**config.mk**
```make
export PLATFORM = sky130hd
export DESIGN_NAME = tblrd_unit
export DESIGN_NICKNAME = d
export VERILOG_FILES = /design/src/rtl/tblrd_pkg.sv /design/src/rtl/tblrd_ctrl.sv /design/src/rtl/tblrd_ptr.sv /design/src/rtl/tblrd_latch.sv /design/src/rtl/tblrd_unit.sv
export SDC_FILE = /design/constraint.sdc
export NUM_CORES = 1
export LEC_CHECK = 0
export BUFFER_PORTS_ARGS = -buffer_cell sky130_fd_sc_hd__buf_4
export CAP_MARGIN = 5
export CORE_AREA = 5 5 88 90
export DETAILED_ROUTE_END_ITERATION = 8
export DIE_AREA = 0 0 93 95
export GPL_TIMING_DRIVEN = 1
export PLACE_DENSITY_LB_ADDON = 0.3
export SLEW_MARGIN = 5
export SYNTH_ARGS = -nofsm -noshare
export SYNTH_HDL_FRONTEND = slang
export SYNTH_SLANG_ARGS = --single-unit
```
**constraint.sdc**
```tcl
create_clock -name clk -period 3.48 [get_ports clk]
set_clock_uncertainty 0.1 [all_clocks]
set_input_delay 0.522 -clock clk [delete_from_list [all_inputs] [get_ports clk]]
set_output_delay 0.522 -clock clk [all_outputs]
set_load 0.05 [all_outputs]
```
**src/rtl/tblrd_pkg.sv**
```systemverilog
package tblrd_pkg;
  typedef enum logic [1:0] {
    MODE_KEEP     = 2'b00,
    MODE_POST_INC = 2'b01,
    MODE_POST_DEC = 2'b10,
    MODE_PRE_INC  = 2'b11
  } tbl_mode_e;

  typedef enum logic [1:0] {
    SEL_LOW   = 2'b00,
    SEL_HIGH  = 2'b01,
    SEL_UPPER = 2'b10,
    SEL_LATCH = 2'b11
  } reg_sel_e;

  typedef enum logic [1:0] {
    ST_IDLE  = 2'b00,
    ST_ISSUE = 2'b01,
    ST_WAIT  = 2'b10
  } tbl_state_e;
endpackage

```
**src/rtl/tblrd_ctrl.sv**
```systemverilog
module tblrd_ctrl
  import tblrd_pkg::*;
(
  input  logic       clk,
  input  logic       rst_n,
  input  logic       cmd_valid,
  input  logic [1:0] cmd_mode,
  output logic       cmd_ready,
  output logic       accept,
  output logic       issue,
  output logic       capture,
  output logic       done,
  output logic       step_en,
  output logic       step_dn
);
  tbl_state_e state_q;
  tbl_mode_e  mode_q;
  logic       done_q;

  assign cmd_ready = (state_q == ST_IDLE);
  assign accept    = cmd_valid && cmd_ready;
  assign issue     = (state_q == ST_ISSUE);
  assign capture   = (state_q == ST_WAIT);
  assign done      = done_q;

  // pre-increment steps at acceptance, post modes step while the word is fetched
  assign step_en = (accept && tbl_mode_e'(cmd_mode) == MODE_PRE_INC) ||
                   (issue && (mode_q == MODE_POST_INC || mode_q == MODE_POST_DEC));
  assign step_dn = issue && (mode_q == MODE_POST_DEC);

  always_ff @(posedge clk or negedge rst_n) begin
    if (!rst_n) begin
      state_q <= ST_IDLE;
      mode_q  <= MODE_KEEP;
      done_q  <= 1'b0;
    end else begin
      done_q <= capture;
      unique case (state_q)
        ST_IDLE: if (accept) begin
          state_q <= ST_ISSUE;
          mode_q  <= tbl_mode_e'(cmd_mode);
        end
        ST_ISSUE: state_q <= ST_WAIT;
        default:  state_q <= ST_IDLE;
      endcase
    end
  end

  assert_done_single_R9: assert property (@(posedge clk) disable iff (!rst_n)
    done |=> !done);
  assert_accept_issues_R7: assert property (@(posedge clk) disable iff (!rst_n)
    accept |=> (issue && !cmd_ready));
  assert_done_ready_R9: assert property (@(posedge clk) disable iff (!rst_n)
    capture |=> (done && cmd_ready));
endmodule

```
**src/rtl/tblrd_ptr.sv**
```systemverilog
module tblrd_ptr
  import tblrd_pkg::*;
#(
  parameter int PTR_W = 21
) (
  input  logic             clk,
  input  logic             rst_n,
  input  logic             wr_en,
  input  logic [1:0]       wr_sel,
  input  logic [7:0]       wr_data,
  input  logic             step_en,
  input  logic             step_dn,
  output logic [PTR_W-1:0] ptr
);
  localparam int UB = PTR_W - 16;

  logic [PTR_W-1:0] ptr_q;
  assign ptr = ptr_q;

  always_ff @(posedge clk or negedge rst_n) begin
    if (!rst_n) begin
      ptr_q <= '0;
    end else if (step_en) begin
      ptr_q <= step_dn ? ptr_q - PTR_W'(1) : ptr_q + PTR_W'(1);
    end else if (wr_en) begin
      unique case (reg_sel_e'(wr_sel))
        SEL_LOW:   ptr_q[7:0]         <= wr_data;
        SEL_HIGH:  ptr_q[15:8]        <= wr_data;
        SEL_UPPER: ptr_q[PTR_W-1:16]  <= wr_data[UB-1:0];
        default:   ;
      endcase
    end
  end

  assert_ptr_hold_R10: assert property (@(posedge clk) disable iff (!rst_n)
    (!wr_en && !step_en) |=> $stable(ptr_q));
  assert_ptr_excl_R10: assert property (@(posedge clk) disable iff (!rst_n)
    !(wr_en && step_en));
endmodule

```
**src/rtl/tblrd_latch.sv**
```systemverilog
module tblrd_latch #(
  parameter int WORD_W = 16
) (
  input  logic              clk,
  input  logic              rst_n,
  input  logic              issue,
  input  logic              sel_bit,
  input  logic              capture,
  input  logic [WORD_W-1:0] word,
  input  logic              wr_en,
  input  logic [7:0]        wr_data,
  output logic [7:0]        latch
);
  logic       sel_q;
  logic [7:0] latch_q;
  logic [7:0] pick;

  assign pick  = word[{sel_q, 3'b000} +: 8];
  assign latch = latch_q;

  always_ff @(posedge clk or negedge rst_n) begin
    if (!rst_n) begin
      sel_q   <= 1'b0;
      latch_q <= '0;
    end else begin
      if (issue)   sel_q   <= sel_bit;
      if (capture) latch_q <= pick;
      else if (wr_en) latch_q <= wr_data;
    end
  end

  assert_latch_cause_R10: assert property (@(posedge clk) disable iff (!rst_n)
    !$stable(latch_q) |-> $past(capture || wr_en));
endmodule

```
**src/rtl/tblrd_unit.sv**
```systemverilog
module tblrd_unit
  import tblrd_pkg::*;
#(
  parameter int PTR_W = 21
) (
  input  logic             clk,
  input  logic             rst_n,
  input  logic             cmd_valid,
  output logic             cmd_ready,
  input  logic [1:0]       cmd_mode,
  output logic             done,
  input  logic [1:0]       reg_sel,
  input  logic             reg_we,
  input  logic [7:0]       reg_wdata,
  output logic [7:0]       reg_rdata,
  output logic             mem_rd_en,
  output logic [PTR_W-2:0] mem_addr,
  input  logic [15:0]      mem_rdata
);
  localparam int UB = PTR_W - 16;

  logic accept, issue, capture, step_en, step_dn;
  logic wr_ok, ptr_wr, latch_wr;
  logic [PTR_W-1:0] ptr;
  logic [7:0] latch;

  assign wr_ok    = reg_we && cmd_ready && !accept;
  assign ptr_wr   = wr_ok && (reg_sel_e'(reg_sel) != SEL_LATCH);
  assign latch_wr = wr_ok && (reg_sel_e'(reg_sel) == SEL_LATCH);

  tblrd_ctrl u_ctrl (
    .clk(clk), .rst_n(rst_n), .cmd_valid(cmd_valid), .cmd_mode(cmd_mode),
    .cmd_ready(cmd_ready), .accept(accept), .issue(issue), .capture(capture),
    .done(done), .step_en(step_en), .step_dn(step_dn)
  );

  tblrd_ptr #(.PTR_W(PTR_W)) u_ptr (
    .clk(clk), .rst_n(rst_n), .wr_en(ptr_wr), .wr_sel(reg_sel),
    .wr_data(reg_wdata), .step_en(step_en), .step_dn(step_dn), .ptr(ptr)
  );

  tblrd_latch #(.WORD_W(16)) u_latch (
    .clk(clk), .rst_n(rst_n), .issue(issue), .sel_bit(ptr[0]),
    .capture(capture), .word(mem_rdata), .wr_en(latch_wr),
    .wr_data(reg_wdata), .latch(latch)
  );

  assign mem_rd_en = issue;
  assign mem_addr  = ptr[PTR_W-1:1];

  always_comb begin
    unique case (reg_sel_e'(reg_sel))
      SEL_LOW:   reg_rdata = ptr[7:0];
      SEL_HIGH:  reg_rdata = ptr[15:8];
      SEL_UPPER: reg_rdata = {{(8-UB){1'b0}}, ptr[PTR_W-1:16]};
      default:   reg_rdata = latch;
    endcase
  end

  assert_one_read_R9: assert property (@(posedge clk) disable iff (!rst_n)
    mem_rd_en |=> !mem_rd_en);
endmodule

```
==> impl_metrics.tcl, run 1 <==
set metrics [dict create \
    status "finished, final reports clean" \
    dp_hpwl_um 6160 \
    netSwitchingFraction 0.526 \
    fmax_mhz 366 \
    cts_buffer_depth 2 \
    drt-initial-drc-count 299 \
    htreeDepth 2 \
    p_comb_frac 0.537 \
    die_w_um 93 \
    p_int_mw 1.30 \
    hold_class "input pin to async pin" \
    drc 0 \
    diodes 0 \
    ant_nets 0 \
    post-place-ws_ps 754 \
    fin_crit_ps 2730 \
    setup_violations 0 \
    p_seq_frac 0.325 \
    path_class "register to register" \
    crit_arrival_ps 2820 \
    ys_ff_latch 35 \
    grt_pass1_vias 2635 \
    tightest_slew_ps 876 \
    nets 397 \
    layout.area.seq_um2 876 \
    io_pins 63 \
    async_reset_ff_frac 1.00 \
    die_height_um 95 \
    syn-num-nets 350 \
    cts_setup_buffers 0 \
    synth_flop_cell "dfrtp_1" \
    clk-insertion-delay-late_ps 290 \
    start_util 0.379 \
    hold_violations 0 \
    fill_cells 701 \
    r2r_cells 11 \
    postSynthAreaPerCell_um2 8.37 \
    cp-start-kind "register" \
    slew_headroom 0.415 \
    yosysWarnings 0 \
    firstDrtPassIters 4 \
    timing.rr.start "u_ctrl.mode_q[0]" \
    grt_first_pass_wirelength_um 13800 \
    synth_cell_types 65 \
    grt_antenna_before_repair 0 \
    cp_data_required_time_ps 3560 \
    synth_edf_count 0 \
    path_max_fanout 5 \
    synth-seq-area-share 0.331 \
    p_per_area_nw_per_um2 847 \
    vias_per_cell 5.94 \
    avgRoutedWirePerCell_um 18.3 \
    grt_setup_unrepaired "no" \
    cts.sinks 35 \
    die-area_um2 8840 \
    netlist_area_um2 2640 \
    total_power_mw 2.73 \
    tns_ps 0 \
    overflow 0 \
    num_vias 2649 \
    rr_endpoint "u_ptr.ptr[20]" \
    io_buffer_count 62 \
    maxCapViolations 0 \
    std_cell_rows 31 \
    cts_resized 0 \
    peakVddDrop_uv 332 \
    timing.final.crit_share 0.786 \
    syn_inst 316 \
    drive_above_1_share 0.258 \
    place.gp.congestion 0.968 \
    gr-usage-all-layers 0.199 \
    clkTransAtPathRegs_ps 80 \
    cts_tree "yes" \
    wirelength_um 8160 \
    p_switching_mw 1.44 \
    area_growth_syn_to_layout_pct 22.1 \
    pwr-share-clk 0.138 \
    final_cells 446 \
    final_core_util 0.462 \
    cts_hold_buf 0 \
    multi_input_area_um2 1630 \
    setup_ws_ps 745 \
    p_leak_nw 1.35 \
    coreArea_um2 6980 \
    place_inst 438 \
    grt_max_degree 36 \
    root_buffer "clkbuf_8" \
    numCtsBuffers 5 \
    r2r_setup_slack_ps 750 \
    slew_violations 0 \
    crit_path_end_kind "register" \
]
state kept, by name, summed over array words and instances (netlist names):
register and count:
u_ptr.ptr 21, u_latch.latch 8, u_ctrl.mode_q 2, u_ctrl.state_q 2
u_ctrl.done 1, u_latch.sel_q 1
synthesized netlist by cell type, types with 3 or more instances:
| cell | instances | area share |
|---|---|---|
| o22ai_1 | 9 | 0.021 |
| mux4_2 | 5 | 0.043 |
| nor4_1 | 8 | 0.019 |
| dfrtp_1 | 35 | 0.33 |
| or3_1 | 5 | 0.012 |
| inv_1 | 7 | 0.0099 |
| clkbuf_1 | 12 | 0.017 |
| nor2_1 | 32 | 0.045 |
| buf_2 | 7 | 0.013 |
| o21a_1 | 4 | 0.011 |
| mux2i_1 | 16 | 0.061 |
| nand3_1 | 12 | 0.023 |
| and2_1 | 6 | 0.014 |
| nor3_1 | 11 | 0.021 |
| a22oi_1 | 3 | 0.0085 |
| nand4_1 | 5 | 0.012 |
| a21oi_1 | 22 | 0.042 |
| o21ai_0 | 19 | 0.036 |
| nand2_1 | 33 | 0.047 |
placed cells by master, fill, tap and decap left out, drive strengths merged, types with 3 or more instances in the layout:
| cell type | netlist | routed |
|---|---|---|
| o21a | 4 | 4 |
| inv | 7 | 7 |
| buf | 10 | 64 |
| mux2i | 16 | 16 |
| nor2 | 32 | 32 |
| mux4 | 5 | 5 |
| o22ai | 9 | 9 |
| nor4 | 8 | 8 |
| dfrtp | 35 | 35 |
| nor3 | 13 | 13 |
| a22oi | 3 | 3 |
| o21ai | 19 | 19 |
| a21oi | 22 | 22 |
| or4 | 3 | 3 |
| nand2 | 35 | 35 |
| nand4 | 6 | 6 |
| nand3 | 12 | 12 |
| or3 | 5 | 5 |
| and2 | 6 | 6 |
| clkbuf | 14 | 5 |
power by group through the flow:
| stage | Clock, mW | Combinational [mW] | Sequential [mW] |
|---|---|---|---|
| after floorplan | 0 | 0.868 | 1.03 |
| after global routing | 0.393 | 1.59 | 0.925 |
| after detailed placement | 0 | 1.47 | 0.889 |
| final | 0.378 | 1.47 | 0.888 |
| after global placement | 0 | 1.46 | 0.884 |
| after CTS | 0.382 | 1.47 | 0.880 |
cells by family after synthesis:
logic type,share of synthesized area
fa+ha+maj,0.00946
simple gates,0.282
mux,0.112
compound gates,0.200
xor+xnor,0.0133
buf+inv,0.0525
flops,0.331
routing by layer:
metal  track usage  vias to the layer above  wire length (um)
met5             0                        -                 0
met4        0.0806                        0               216
met3        0.0478                       21               706
met2         0.308                      110              3770
met1         0.268                     1249              3470
li1              -                     1269                 -
how the worst max path moves through the flow:
stage                                start             to  depth (start not counted)
final                     u_ctrl.mode_q[0]  u_ptr.ptr[20]                         11
after global routing      u_ctrl.mode_q[0]  u_ptr.ptr[10]                         11
after CTS                 u_ctrl.mode_q[0]  u_ptr.ptr[10]                         11
after detailed placement  u_ctrl.mode_q[0]  u_ptr.ptr[10]                         11
after global placement    u_ctrl.mode_q[0]  u_ptr.ptr[20]                         11
after floorplan                 reg_sel[0]   reg_rdata[7]                          4
layout make-up:
type | instances | share of cell area
clock buffers | 5 | 0.0213
clock inverters | 3 | 0.0136
inverters | 7 | 0.00814
multi-input cells | 250 | 0.505
flip-flops and latches | 35 | 0.271
well taps | 82 | 0.0318
repair buffers | 64 | 0.149
critical path: stages, from the launching register on:
cell and delay [ps]:
dfrtp_1 370, inv_1 70, ha_1 170, nand3b_1 130, xnor2_1 170, ha_1 260, inv_1 80, or4_4 560
nand2_2 120, mux2i_1 240, nor3_1 70, a221o_1 290
per-stage QoR:
step	hold WS, ps	cell area [um2]
finish	71.6	3230
global route	120	3230
CTS	92.1	3230
detailed placement	373	3110
global placement	357	3110
floorplan	126	2640
No activity file was read; power rests on OpenSTA's default activity.
==> run 2, diff against run 1 <==
==> constraint.sdc (replaced) <==
create_clock -name clk -period 2.5 [get_ports clk]
set_clock_uncertainty 0.1 [all_clocks]
set_input_delay 0.375 -clock clk [delete_from_list [all_inputs] [get_ports clk]]
set_output_delay 0.375 -clock clk [all_outputs]
set_load 0.05 [all_outputs]
==> impl_metrics.tcl, run 2 (synthesized netlist as in run 1, its figures left out) <==
set metrics [dict create \
    cp-start-kind "register" \
    gr-usage-all-layers 0.204 \
    tightest_slew_ps 501 \
    largest_reg_flops 21 \
    final_core_util 0.509 \
    final_common_cell "buf_4" \
    wirelength_met1_um 3620 \
    timing.final.crit_share 1.03 \
    status "finished with violations" \
    drc 0 \
    setup_ws_ps -68.3 \
    grt_setup_unrepaired "yes" \
    routed-wl-met2_um 4260 \
    root_buffer "clkbuf_8" \
    cts.sinks 35 \
    r2r_setup_slack_ps -70 \
    tns_ps -120 \
    total_power_mw 4.00 \
    fmax_mhz 389 \
    std_cell_rows 31 \
    p_leak_nw 1.52 \
    dp_hpwl_um 6760 \
    violations "setup timing" \
    final_area_um2 3550 \
    cts_tree "yes" \
    clk-insertion-delay-late_ps 300 \
    pwr-share-clk 0.105 \
    die-area_um2 8840 \
    final_cell_mix "buf_4 (97), dfrtp_1 (34), nand2_1 (33)" \
    grt_pass1_vias 2736 \
    slew_violations 0 \
    numCtsBuffers 5 \
    p_per_area_nw_per_um2 1130 \
    hold_violations 0 \
    crit_path_end_kind "register" \
    vias_per_cell 5.91 \
    grt_antenna_before_repair 0 \
    diodes 0 \
    die_height_um 95 \
    highest_layer "met4" \
    slew_headroom 0.665 \
    firstDrtPassIters 4 \
    place.gp.congestion 0.975 \
    grt_max_degree 36 \
    peakVddDrop_uv 573 \
    grt_first_pass_wirelength_um 14000 \
    netSwitchingFraction 0.523 \
    coreArea_um2 6980 \
    p_int_mw 1.91 \
    start_util 0.379 \
    die_w_um 93 \
    setup_violations 3 \
    htreeDepth 2 \
    wirelength_um 8920 \
    clkTransAtPathRegs_ps 80 \
    p_comb_frac 0.625 \
    hold_class "input pin to register" \
    avgRoutedWirePerCell_um 18.6 \
    path_class "register to register" \
    dpl_cell_area_um2 3370 \
    p_seq_frac 0.270 \
    path_max_fanout 4 \
    nets 431 \
    area_growth_syn_to_layout_pct 34.5 \
    p_switching_mw 2.09 \
    drt-initial-drc-count 246 \
    cts_buffer_depth 2 \
    maxCapViolations 0 \
    ant_nets 0 \
    cp_data_required_time_ps 2590 \
    num_vias 2835 \
    fin_crit_ps 2570 \
    io_buffer_count 62 \
    io_pins 63 \
    drive_above_1_share 0.354 \
    overflow 0 \
    dr_wl_met3_um 814 \
    crit_arrival_ps 2660 \
]
-- run 2: changes by cell type in the layout (fill, tap and decap cells not counted), sizes merged --
cell and change:
buf +33, bufinv -1, clkbuf +1, clkinv -1
clkinvlp +1, dlygate4sd3 +1
-- run 2: final timing paths --
path                                   from                to  cells past startpoint
max                        u_ctrl.mode_q[0]     u_ptr.ptr[20]                     11
min                             cmd_mode[0]  u_ctrl.mode_q[0]                      3
max reg2reg                u_ctrl.mode_q[0]     u_ptr.ptr[20]                     11
min reg2reg                u_latch.latch[3]  u_latch.latch[3]                      2
max in group asynchronous             rst_n      u_ptr.ptr[1]                      2
min in group asynchronous             rst_n     u_ptr.ptr[18]                      2
-- run 2: power by group through the flow --
stage	registers (mW)	clock network, mW	logic [mW]
after global routing	1.12	0.451	2.67
final	1.08	0.420	2.50
after global placement	1.08	0	2.42
after CTS	1.08	0.432	2.47
after floorplan	1.44	0	1.23
after detailed placement	1.08	0	2.44
-- run 2: metal layers --
layer | track usage | vias to the layer above
met2 | 0.343 | 149
met5 | 0 | -
met1 | 0.249 | 1328
met3 | 0.0526 | 20
met4 | 0.0855 | 0
li1 | - | 1338
-- run 2: final cells by class --
class | count | area [um2]
multi-input cells | 250 | 1730
fillers | 686 | 3430
clock buffers | 6 | 72.6
well taps | 82 | 103
flip-flops and latches | 35 | 877
clock inverters | 2 | 12.5
inverters | 7 | 26.3
repair buffers | 98 | 738
-- run 2: through the flow --
| step | setup slack (ps) | cells | hold slack (ps) |
|---|---|---|---|
| after CTS | -55.5 | 478 | 190 |
| after global routing | -156 | 480 | 192 |
| after detailed placement | -105 | 467 | 268 |
| final | -68.3 | 480 | 193 |
| after global placement | -45.9 | 467 | 264 |
| after floorplan | -119 | 316 | -20.6 |
-- run 2: repair_timing --
item,in CTS,in global routing
hold buffers,1,0
resized for setup,9,5
gates cloned,0,0
buffers inserted,2,2
endpoints found under the hold margin,35,0
pin swaps,5,5
endpoints found under the setup margin,8,9
-- run 2: worst max-delay path, cell delays in order (launching register included) --
cell and delay (ps):
dfrtp_1 380, inv_2 80, ha_4 130, nand3b_1 140
xnor2_2 170, ha_2 190, or4_4 480, nand3_4 100
nand2_4 60, mux2i_2 160, a21o_1 190, a221o_1 280
